File: src/rtl/glyph_plot_pkg.sv
package glyph_plot_pkg;

  typedef enum logic [1:0] {
    PS_IDLE  = 2'd0,
    PS_ISSUE = 2'd1,
    PS_GAP   = 2'd2
  } plot_state_t;

  // Column-major packing: column c, row r sits at c*rows + r.
  function automatic int unsigned dot_index(int unsigned col, int unsigned row,
                                            int unsigned rows);
    return col * rows + row;
  endfunction

endpackage

File: src/rtl/glyph_scan_ctr.sv
module glyph_scan_ctr #(
  parameter int COLS = 9,
  parameter int ROWS = 14,
  localparam int CLW = (COLS > 1) ? $clog2(COLS) : 1,
  localparam int RW  = (ROWS > 1) ? $clog2(ROWS) : 1
) (
  input  logic           clk,
  input  logic           rst_n,
  input  logic           clear,
  input  logic           step,
  output logic [CLW-1:0] col,
  output logic [RW-1:0]  row,
  output logic           last
);

  localparam logic [CLW-1:0] COL_MAX = CLW'(COLS - 1);
  localparam logic [RW-1:0]  ROW_MAX = RW'(ROWS - 1);

  logic row_wrap;
  assign row_wrap = (row == ROW_MAX);
  assign last     = row_wrap && (col == COL_MAX);

  always_ff @(posedge clk or negedge rst_n) begin
    if (!rst_n) begin
      col <= '0;
      row <= '0;
    end else if (clear) begin
      col <= '0;
      row <= '0;
    end else if (step) begin
      if (row_wrap) begin
        row <= '0;
        col <= last ? '0 : col + 1'b1;
      end else begin
        row <= row + 1'b1;
      end
    end
  end

  // counters never leave the cell
  assert_scan_in_cell_R3: assert property (@(posedge clk) disable iff (!rst_n)
    (row <= ROW_MAX) && (col <= COL_MAX));

  // a step inside a column moves exactly one row down, same column
  assert_row_advance_R3: assert property (@(posedge clk) disable iff (!rst_n)
    (step && !clear && !row_wrap) |=> (row == $past(row) + 1'b1) && $stable(col));

endmodule

File: src/rtl/glyph_bit_pick.sv
module glyph_bit_pick #(
  parameter int W = 126,
  localparam int IW = (W > 1) ? $clog2(W) : 1
) (
  input  logic [W-1:0]  image,
  input  logic [IW-1:0] idx,
  output logic          dot
);

  assign dot = image[idx];

endmodule

File: src/rtl/glyph_cmd_fsm.sv
module glyph_cmd_fsm
  import glyph_plot_pkg::*;
(
  input  logic clk,
  input  logic rst_n,
  input  logic start,
  input  logic ack,
  input  logic last,
  output logic capture,
  output logic issue,
  output logic step,
  output logic busy,
  output logic done
);

  plot_state_t state, state_nx;

  assign capture = (state == PS_IDLE) && start;
  assign issue   = (state == PS_ISSUE);
  assign step    = issue && ack;
  assign busy    = (state != PS_IDLE);

  always_comb begin
    state_nx = state;
    unique case (state)
      PS_IDLE:  if (start) state_nx = PS_ISSUE;
      PS_ISSUE: if (ack)   state_nx = last ? PS_IDLE : PS_GAP;
      PS_GAP:              state_nx = PS_ISSUE;
      default:             state_nx = PS_IDLE;
    endcase
  end

  always_ff @(posedge clk or negedge rst_n) begin
    if (!rst_n) begin
      state <= PS_IDLE;
      done  <= 1'b0;
    end else begin
      state <= state_nx;
      done  <= step && last;
    end
  end

  // done is a single-cycle pulse
  assert_done_pulse_R8: assert property (@(posedge clk) disable iff (!rst_n)
    done |=> !done);

  // done only while idle
  assert_done_idle_R8: assert property (@(posedge clk) disable iff (!rst_n)
    done |-> !busy);

  // an acknowledged point is followed by a quiet cycle
  assert_gap_after_ack_R7: assert property (@(posedge clk) disable iff (!rst_n)
    step |=> !issue);

  // an issued point stays issued until acknowledged
  assert_issue_held_R6: assert property (@(posedge clk) disable iff (!rst_n)
    (issue && !ack) |=> issue);

endmodule

File: src/rtl/glyph_plotter.sv
module glyph_plotter
  import glyph_plot_pkg::*;
#(
  parameter int COLS = 9,
  parameter int ROWS = 14,
  parameter int CW   = 9,
  localparam int IMG_W = COLS * ROWS,
  localparam int CLW = (COLS > 1) ? $clog2(COLS) : 1,
  localparam int RW  = (ROWS > 1) ? $clog2(ROWS) : 1,
  localparam int IW  = (IMG_W > 1) ? $clog2(IMG_W) : 1
) (
  input  logic             clk,
  input  logic             rst_n,
  input  logic             start_i,
  input  logic [IMG_W-1:0] image_i,
  input  logic [CW-1:0]    base_x_i,
  input  logic [CW-1:0]    base_y_i,
  output logic             busy_o,
  output logic             done_o,
  output logic [CW-1:0]    pt_x_o,
  output logic [CW-1:0]    pt_y_o,
  output logic             pt_wr_o,
  output logic             pt_er_o,
  input  logic             pt_ack_i
);

  // Coordinate arithmetic, wrapping at the coordinate width.
  function automatic logic [CW-1:0] col_to_x(logic [CW-1:0] bx, logic [CLW-1:0] c);
    return bx + CW'(c);
  endfunction

  function automatic logic [CW-1:0] row_to_y(logic [CW-1:0] by, logic [RW-1:0] r);
    return by - CW'(r);
  endfunction

  logic [IMG_W-1:0] img_q;
  logic [CW-1:0]    bx_q, by_q;
  logic [CLW-1:0]   col;
  logic [RW-1:0]    row;
  logic [IW-1:0]    idx;
  logic             last, capture, issue, step, dot;

  glyph_cmd_fsm u_fsm (
    .clk     (clk),
    .rst_n   (rst_n),
    .start   (start_i),
    .ack     (pt_ack_i),
    .last    (last),
    .capture (capture),
    .issue   (issue),
    .step    (step),
    .busy    (busy_o),
    .done    (done_o)
  );

  glyph_scan_ctr #(.COLS(COLS), .ROWS(ROWS)) u_scan (
    .clk   (clk),
    .rst_n (rst_n),
    .clear (capture),
    .step  (step),
    .col   (col),
    .row   (row),
    .last  (last)
  );

  assign idx = IW'(dot_index(int'(col), int'(row), ROWS));

  glyph_bit_pick #(.W(IMG_W)) u_pick (
    .image (img_q),
    .idx   (idx),
    .dot   (dot)
  );

  always_ff @(posedge clk or negedge rst_n) begin
    if (!rst_n) begin
      img_q <= '0;
      bx_q  <= '0;
      by_q  <= '0;
    end else if (capture) begin
      img_q <= image_i;
      bx_q  <= base_x_i;
      by_q  <= base_y_i;
    end
  end

  assign pt_x_o  = col_to_x(bx_q, col);
  assign pt_y_o  = row_to_y(by_q, row);
  assign pt_wr_o = issue && dot;
  assign pt_er_o = issue && !dot;

  // never write and erase together
  assert_wr_er_exclusive_R5: assert property (@(posedge clk) disable iff (!rst_n)
    !(pt_wr_o && pt_er_o));

  // the point command holds still until the display acknowledges
  assert_cmd_stable_R6: assert property (@(posedge clk) disable iff (!rst_n)
    ((pt_wr_o || pt_er_o) && !pt_ack_i) |=>
      ($stable(pt_x_o) && $stable(pt_y_o) && $stable(pt_wr_o) && $stable(pt_er_o)));

  // a start while busy leaves the captured cell untouched
  assert_start_ignored_R9: assert property (@(posedge clk) disable iff (!rst_n)
    (busy_o && start_i) |=> ($stable(img_q) && $stable(bx_q) && $stable(by_q)));

  // start from idle raises busy and presents a point next cycle
  assert_start_launch_R2: assert property (@(posedge clk) disable iff (!rst_n)
    (!busy_o && start_i) |=> (busy_o && (pt_wr_o || pt_er_o)));

endmodule

File: config.mk
export PLATFORM = sky130hd
export DESIGN_NAME = glyph_plotter
export DESIGN_NICKNAME = d
export VERILOG_FILES = /design/src/rtl/glyph_plot_pkg.sv /design/src/rtl/glyph_scan_ctr.sv /design/src/rtl/glyph_bit_pick.sv /design/src/rtl/glyph_cmd_fsm.sv /design/src/rtl/glyph_plotter.sv
export SDC_FILE = /design/constraint.sdc
export NUM_CORES = 1
export LEC_CHECK = 0
export ABC_CLOCK_PERIOD_IN_PS = 6400
export BUFFER_PORTS_ARGS = -buffer_cell sky130_fd_sc_hd__buf_2
export CORE_MARGIN = 1
export CORE_UTILIZATION = 53
export DETAILED_ROUTE_END_ITERATION = 10
export HOLD_SLACK_MARGIN = 0.06
export PLACE_DENSITY_LB_ADDON = 0.15
export RECOVER_POWER = 25
export SKIP_LAST_GASP = 1
export SLEW_MARGIN = 20
export SYNTH_ARGS = -nofsm -noshare
export SYNTH_HDL_FRONTEND = slang
export SYNTH_SLANG_ARGS = --single-unit
File: constraint.sdc
create_clock -name clk -period 6.4 [get_ports clk]
set_input_delay 0.64 -clock clk [delete_from_list [all_inputs] [get_ports clk]]
set_output_delay 0.64 -clock clk [all_outputs]
set_load 0.1 [all_outputs]
Word-level counts from Yosys, hierarchy flattened --
Index checks and enable logic that the tools add are counted.
Storage, ports and cells: flip-flop bits (word level) 155, word-level logic and storage cells 46, output and inout bits 22, bits of input ports 148
Operators by class: $add $sub $neg 5, $mul 1, multiplexer cells 13, magnitude comparators 1, equal/unequal tests 6, reductions and logical operators 13
Operators by type and width (count):
- $mux W4 | 7
- $add A9 B4 Y9 | 1
- $sub A9 B4 Y9 | 1
- $add A4 B1 Y4 const B | 2
- $eq A4 B4 Y1 const B | 2
- $lt A7 B8 Y1 const B | 1
- $add A7 B4 Y7 | 1
- $bmux W1 S7 | 1
- $logic_and A1 B1 Y1 | 6
- $mul A4 B3 Y6 const B | 1
- $mux W2 | 3
- $pmux W2 S3 | 1
- $reduce_bool A2 Y1 | 3
- $ne A2 B2 Y1 const B | 2
- $reduce_and A2 Y1 | 2
- $eq A2 B1 Y1 const B | 1
- $eq A2 B2 Y1 const B | 1
- $logic_not A2 Y1 | 1
- $logic_not A1 Y1 | 1
- $mux W1 | 1

Longest topological paths before layout --
depth in word-level cells 6, mapped depth 11, mapped depth without buffers 9

Hierarchy --
From an unflattened synthesis, not the netlist that was laid out.
Unflattened totals: cells, all modules 585, area total of the unflattened synthesis 7973.9 sq um
Modules (own cells, without submodules):
- glyph_plotter | times used 1, cells each 403, area an instance 6117.1 sq um, seq. area each 3603.5 sq um
- glyph_bit_pick | times used 1, cells each 123, area an instance 1244.9 sq um, seq. area each 0.0 sq um
- glyph_scan_ctr | times used 1, cells each 47, area an instance 480.5 sq um, seq. area each 200.2 sq um
- glyph_cmd_fsm | times used 1, cells each 12, area an instance 131.4 sq um, seq. area each 75.1 sq um

Least setup slack after synthesis --
Ideal clock, no wire load.
path type register to output, from register u_scan.col[1], to output pt_er_o, arrival 4.978 ns, path buffers 2, path slack 0.782 ns, cell stages (with the launch flop) 11, cell sequence dfrtp_1 > fa_1 > ha_1 > ha_1 > xor2_1 > buf_6 > buf_4 > mux2i_1 > a21oi_1 > a22o_1 > o32ai_1
Between the ends: longest elaborated chain between the ends 6
RTL lines:
- start, declared | RTL line glyph_scan_ctr.sv:11 | output logic [CLW-1:0] col,
- start signal, assigned | RTL line glyph_scan_ctr.sv:33 | col <= last ? '0 : col + 1'b1;
- $mul A4 B3 Y6 | RTL line glyph_plot_pkg.sv:12 | return col * rows + row;
- $add A7 B4 Y7 | RTL line glyph_plot_pkg.sv:12
- $bmux W1 S7 | RTL line glyph_bit_pick.sv:10 | assign dot = image[idx];
- $mux W1 (not written as such) | RTL line glyph_bit_pick.sv:10
- $logic_not A1 Y1 | RTL line glyph_plotter.sv:89 | assign pt_er_o = issue && !dot;
- $logic_and A1 B1 Y1 | RTL line glyph_plotter.sv:89
- end, declared | RTL line glyph_plotter.sv:23 | output logic pt_er_o,
No other way between the ends. The select of a mux whose other input is x is not followed.

Worst setup path after layout --
from register u_scan.col[1], to output pt_wr_o
Between the ends: longest elaborated chain between the ends 5
RTL lines:
- $mul A4 B3 Y6 | RTL line glyph_plot_pkg.sv:12
- $add A7 B4 Y7 | RTL line glyph_plot_pkg.sv:12
- $bmux W1 S7 | RTL line glyph_bit_pick.sv:10
- $mux W1 (not written as such) | RTL line glyph_bit_pick.sv:10
- $logic_and A1 B1 Y1 | RTL line glyph_plotter.sv:88 | assign pt_wr_o = issue && dot;
- end, declared | RTL line glyph_plotter.sv:22 | output logic pt_wr_o,
No other way between the ends. The select of a mux whose other input is x is not followed.

==> run_summary.xml <==
<?xml version="1.0" encoding="UTF-8"?>
<metrics>
  <group name="status">
    <metric name="result_of_the_run" unit="">complete, but fails checks</metric>
    <metric name="failing_checks" unit="">max-capacitance violations, max-slew violations</metric>
  </group>
  <group name="final_layout">
    <metric name="layout_commonest_cell" unit="">sky130_fd_sc_hd__buf_2</metric>
    <metric name="nets" unit="">882</metric>
    <metric name="post_layout_nonfiller_instances" unit="">900</metric>
    <metric name="area_growth_syn_to_layout" unit="%">21.1</metric>
    <metric name="drive_above_1_share" unit="%">51.9</metric>
    <metric name="antenna_cells" unit="">0</metric>
    <metric name="fillers" unit="">1074</metric>
    <metric name="mostFrequentLayoutCells" unit="">168 x sky130_fd_sc_hd__buf_2, 154 x sky130_fd_sc_hd__dfrtp_1, 141 x sky130_fd_sc_hd__mux2_2</metric>
  </group>
  <group name="synthesis">
    <metric name="yosysWarnings" unit="">0</metric>
    <metric name="mappedNetlistArea" unit="um2">7780</metric>
    <metric name="post_synth.cell_area_avg" unit="um2">14.2</metric>
    <metric name="yosys_most_used_dff" unit="">sky130_fd_sc_hd__dfrtp_1</metric>
    <metric name="async_reset_ff_share" unit="%">100</metric>
    <metric name="number_of_different_library_cells_in_the_post_synthesis_netlist" unit="">40</metric>
    <metric name="synth_edf_count" unit="">0</metric>
    <metric name="synth_fp_nets" unit="">721</metric>
    <metric name="ys_seq_elements" unit="">155</metric>
    <metric name="syn_inst" unit="">546</metric>
    <metric name="ys_seq_area_share" unit="%">49.9</metric>
  </group>
  <group name="worst_setup_path">
    <metric name="timing.critical_path.to_type" unit="">output pin</metric>
    <metric name="cp_required" unit="ps">5760</metric>
    <metric name="worst-setup-path-type" unit="">flop to output pin</metric>
    <metric name="worst_ep_arrival_time" unit="ps">4570</metric>
    <metric name="critical_path.startpoint_type" unit="">flop</metric>
    <metric name="critical_path_peak_fanout" unit="">20</metric>
    <metric name="reg2reg_setup_slack" unit="ps">3770</metric>
  </group>
  <group name="clock_tree">
    <metric name="post_cts_buffers" unit="">0</metric>
    <metric name="numCtsBuffers" unit="">17</metric>
    <metric name="root_buffer" unit="">sky130_fd_sc_hd__clkbuf_16</metric>
    <metric name="cts.reportedPaths.clkPinSlew" unit="ps">60</metric>
    <metric name="cts.hold.buffers_added" unit="">0</metric>
    <metric name="cts_h_tree_lvls" unit="">4</metric>
    <metric name="clk_path_buf_depth" unit="">2</metric>
    <metric name="cts.sink_count" unit="">155</metric>
    <metric name="clock_tree_from_tritoncts" unit="">done</metric>
    <metric name="ctsResizeCount" unit="">0</metric>
    <metric name="clock_network_latency_to_the_later_pin_of_the_worst_skew_pair" unit="ps">420</metric>
  </group>
  <group name="pwr">
    <metric name="power.ir.vdd_worst" unit="mV">0.299</metric>
    <metric name="power.static_leakage" unit="nW">4.17</metric>
    <metric name="share_comb_of_total_power" unit="%">45.0</metric>
    <metric name="intPower" unit="mW">3.22</metric>
    <metric name="switching_share" unit="%">38.9</metric>
    <metric name="cellPowerDensity" unit="nW/um2">559</metric>
    <metric name="power.share.clock" unit="%">21.8</metric>
    <metric name="seq_power_share" unit="%">33.2</metric>
    <metric name="switchingPower" unit="mW">2.05</metric>
    <metric name="p_total" unit="mW">5.26</metric>
  </group>
  <group name="timing">
    <metric name="rsz0062_at_grt" unit="">false</metric>
    <metric name="timing.clock.skew" unit="ps">4.40</metric>
    <metric name="tightest_slew" unit="ps">4440</metric>
    <metric name="hold_violations" unit="">0</metric>
    <metric name="fin_crit" unit="ps">5210</metric>
    <metric name="final_min_period_over_clock_period" unit="%">81.4</metric>
    <metric name="max_freq" unit="MHz">192</metric>
    <metric name="setup-violations-final" unit="">0</metric>
    <metric name="timing.slew.headroom" unit="%">-196</metric>
    <metric name="timing.setup.tns" unit="ps">0</metric>
    <metric name="final-max-slew-violation-count" unit="">88</metric>
  </group>
  <group name="placed_design">
    <metric name="hpwlAfterDp" unit="um">11700</metric>
    <metric name="routabilityCongestion" unit="">0.802</metric>
    <metric name="placement.io_buffers" unit="">169</metric>
    <metric name="post-place-cells" unit="">868</metric>
  </group>
  <group name="global_route">
    <metric name="antenna_violations_before_repair" unit="">0</metric>
    <metric name="gr-usage-all-layers" unit="%">23.3</metric>
    <metric name="grtUsageMet2" unit="%">38.9</metric>
    <metric name="gr-max-usage-layer" unit="">met2</metric>
    <metric name="maximum_number_of_pins_on_one_net_before_global_route_repair" unit="">127</metric>
    <metric name="grt_pass1_wl" unit="um">26200</metric>
    <metric name="via_count_of_the_first_global_routing_pass" unit="">5205</metric>
    <metric name="grtUsageMet1" unit="%">29.0</metric>
    <metric name="groute.layer.met3.usage" unit="%">7.20</metric>
    <metric name="grt_overflow_total" unit="">0</metric>
  </group>
  <group name="hold_path">
    <metric name="timing.hold.worst.class" unit="">input pin to flop</metric>
  </group>
  <group name="routing">
    <metric name="dr.first_iter.drc_count" unit="">225</metric>
    <metric name="remaining_drc_errors" unit="">0</metric>
    <metric name="route.detailed.wl_per_inst" unit="um">18.0</metric>
    <metric name="wirelength" unit="um">16200</metric>
    <metric name="viasPerCell" unit="">5.47</metric>
    <metric name="via_count" unit="">4923</metric>
    <metric name="detail_route.first_pass.iterations" unit="">4</metric>
    <metric name="drt.antenna.violating_nets" unit="">0</metric>
  </group>
  <group name="floorplan">
    <metric name="initial_core_util" unit="%">55.2</metric>
    <metric name="io_pins" unit="">170</metric>
    <metric name="chipWidth" unit="um">123</metric>
    <metric name="rows" unit="">43</metric>
    <metric name="chipHeight" unit="um">123</metric>
    <metric name="die_area" unit="um2">15200</metric>
    <metric name="placeableCoreArea" unit="um2">14100</metric>
  </group>
  <group name="job">
    <metric name="cap_viol_max_count" unit="">1</metric>
  </group>
</metrics>
layout make-up:
class | count | area, um2 | area share, %
Multi-Input combinational cell | 344 | 3690 | 39.2
Timing Repair Buffer | 172 | 880 | 9.34
Tap cell | 180 | 225 | 2.39
Clock buffer | 26 | 499 | 5.30
Sequential cell | 155 | 3880 | 41.2
Clock inverter | 6 | 180 | 1.91
Inverter | 17 | 63.8 | 0.677
synth_stat cells, types with 2 or more instances:
cell type,n,area (um2)
sky130_fd_sc_hd__ha_1,20,250
sky130_fd_sc_hd__o21ai_0,14,70.1
sky130_fd_sc_hd__a21oi_1,13,65.1
sky130_fd_sc_hd__and3_1,4,25.0
sky130_fd_sc_hd__xnor2_1,12,105
sky130_fd_sc_hd__mux2_2,141,1590
sky130_fd_sc_hd__nand2b_1,6,37.5
sky130_fd_sc_hd__mux4_2,28,631
sky130_fd_sc_hd__buf_4,2,15.0
sky130_fd_sc_hd__xor2_1,6,52.6
sky130_fd_sc_hd__nor3_1,5,25.0
sky130_fd_sc_hd__buf_6,4,45.0
sky130_fd_sc_hd__mux2i_1,24,240
sky130_fd_sc_hd__clkbuf_1,6,22.5
sky130_fd_sc_hd__a21o_1,3,22.5
sky130_fd_sc_hd__inv_1,17,63.8
sky130_fd_sc_hd__dfrtp_1,155,3880
sky130_fd_sc_hd__or2_2,2,12.5
sky130_fd_sc_hd__nor2b_1,9,56.3
sky130_fd_sc_hd__fa_1,7,140
sky130_fd_sc_hd__mux4_1,3,78.8
sky130_fd_sc_hd__nor2_1,14,52.6
sky130_fd_sc_hd__nand3_1,6,30.0
sky130_fd_sc_hd__a211oi_1,2,15.0
sky130_fd_sc_hd__nand3b_1,5,37.5
sky130_fd_sc_hd__buf_2,18,90.1
sky130_fd_sc_hd__nand2_1,7,26.3
flip-flops by register name (all words and copies together) (netlist names):
name,count
img_q,126
u_scan.row,4
bx_q,9
u_scan.col,4
u_fsm.done,1
by_q,9
u_fsm.state,2
critical path, cell delays in order (launching register included):
cell                      delay (ps)
sky130_fd_sc_hd__dfrtp_1         560
sky130_fd_sc_hd__fa_1            490
sky130_fd_sc_hd__ha_1            280
sky130_fd_sc_hd__ha_1            420
sky130_fd_sc_hd__xor2_4          640
sky130_fd_sc_hd__mux4_2          340
sky130_fd_sc_hd__mux2i_1          70
sky130_fd_sc_hd__mux4_2          520
sky130_fd_sc_hd__nor4_2          160
sky130_fd_sc_hd__a221o_1         200
sky130_fd_sc_hd__buf_2           450
worst paths after layout:
kind | start | end | depth (start not counted)
worst max-delay path | u_scan.col[1] | pt_wr_o | 10
worst min register to register | img_q[5] | img_q[5] | 1
max in group asynchronous | rst_n | u_scan.row[0] | 2
worst max register to register | u_fsm.state[1] | img_q[32] | 4
worst min-delay path | base_y_i[1] | by_q[1] | 3
min in group asynchronous | rst_n | img_q[40] | 1
cells by family after synthesis:
kind of cell	count (synthesis)	synth area share, %
AOI/OAI and AO/OA	39	2.94
xor gates and xnor gates	18	2.03
adders and majority gates	27	5.02
and+or+nand+nor	64	4.47
buffers and inverters	47	3.04
DFF	155	49.9
muxes	196	32.6
through the flow:
stage                     instance area (um2)  worst slack, ps  utilization (%)  hold slack [ps]
after floorplan                          7780              782                -              344
after global routing                     9420              988             66.8              432
after global placement                   8750             1740             62.1              481
after CTS                                9430             1160             66.9              293
final                                    9420             1190             66.8              432
after detailed placement                 8750             1630             62.1              493
power by group through the flow:
stage	clock network, mW	logic (mW)	registers, mW
global route	1.21	2.53	1.81
floorplan	0	2.03	1.64
global placement	0	2.33	1.73
CTS	1.16	2.40	1.75
detailed placement	0	2.39	1.76
finish	1.15	2.37	1.74
layer usage:
metal	wire length (um)	vias to the layer above
li1	-	2308
met1	6670	2465
met2	8260	127
met3	1040	23
met4	260	0
met5	0	-
No activity file was read; power rests on OpenSTA's default activity.
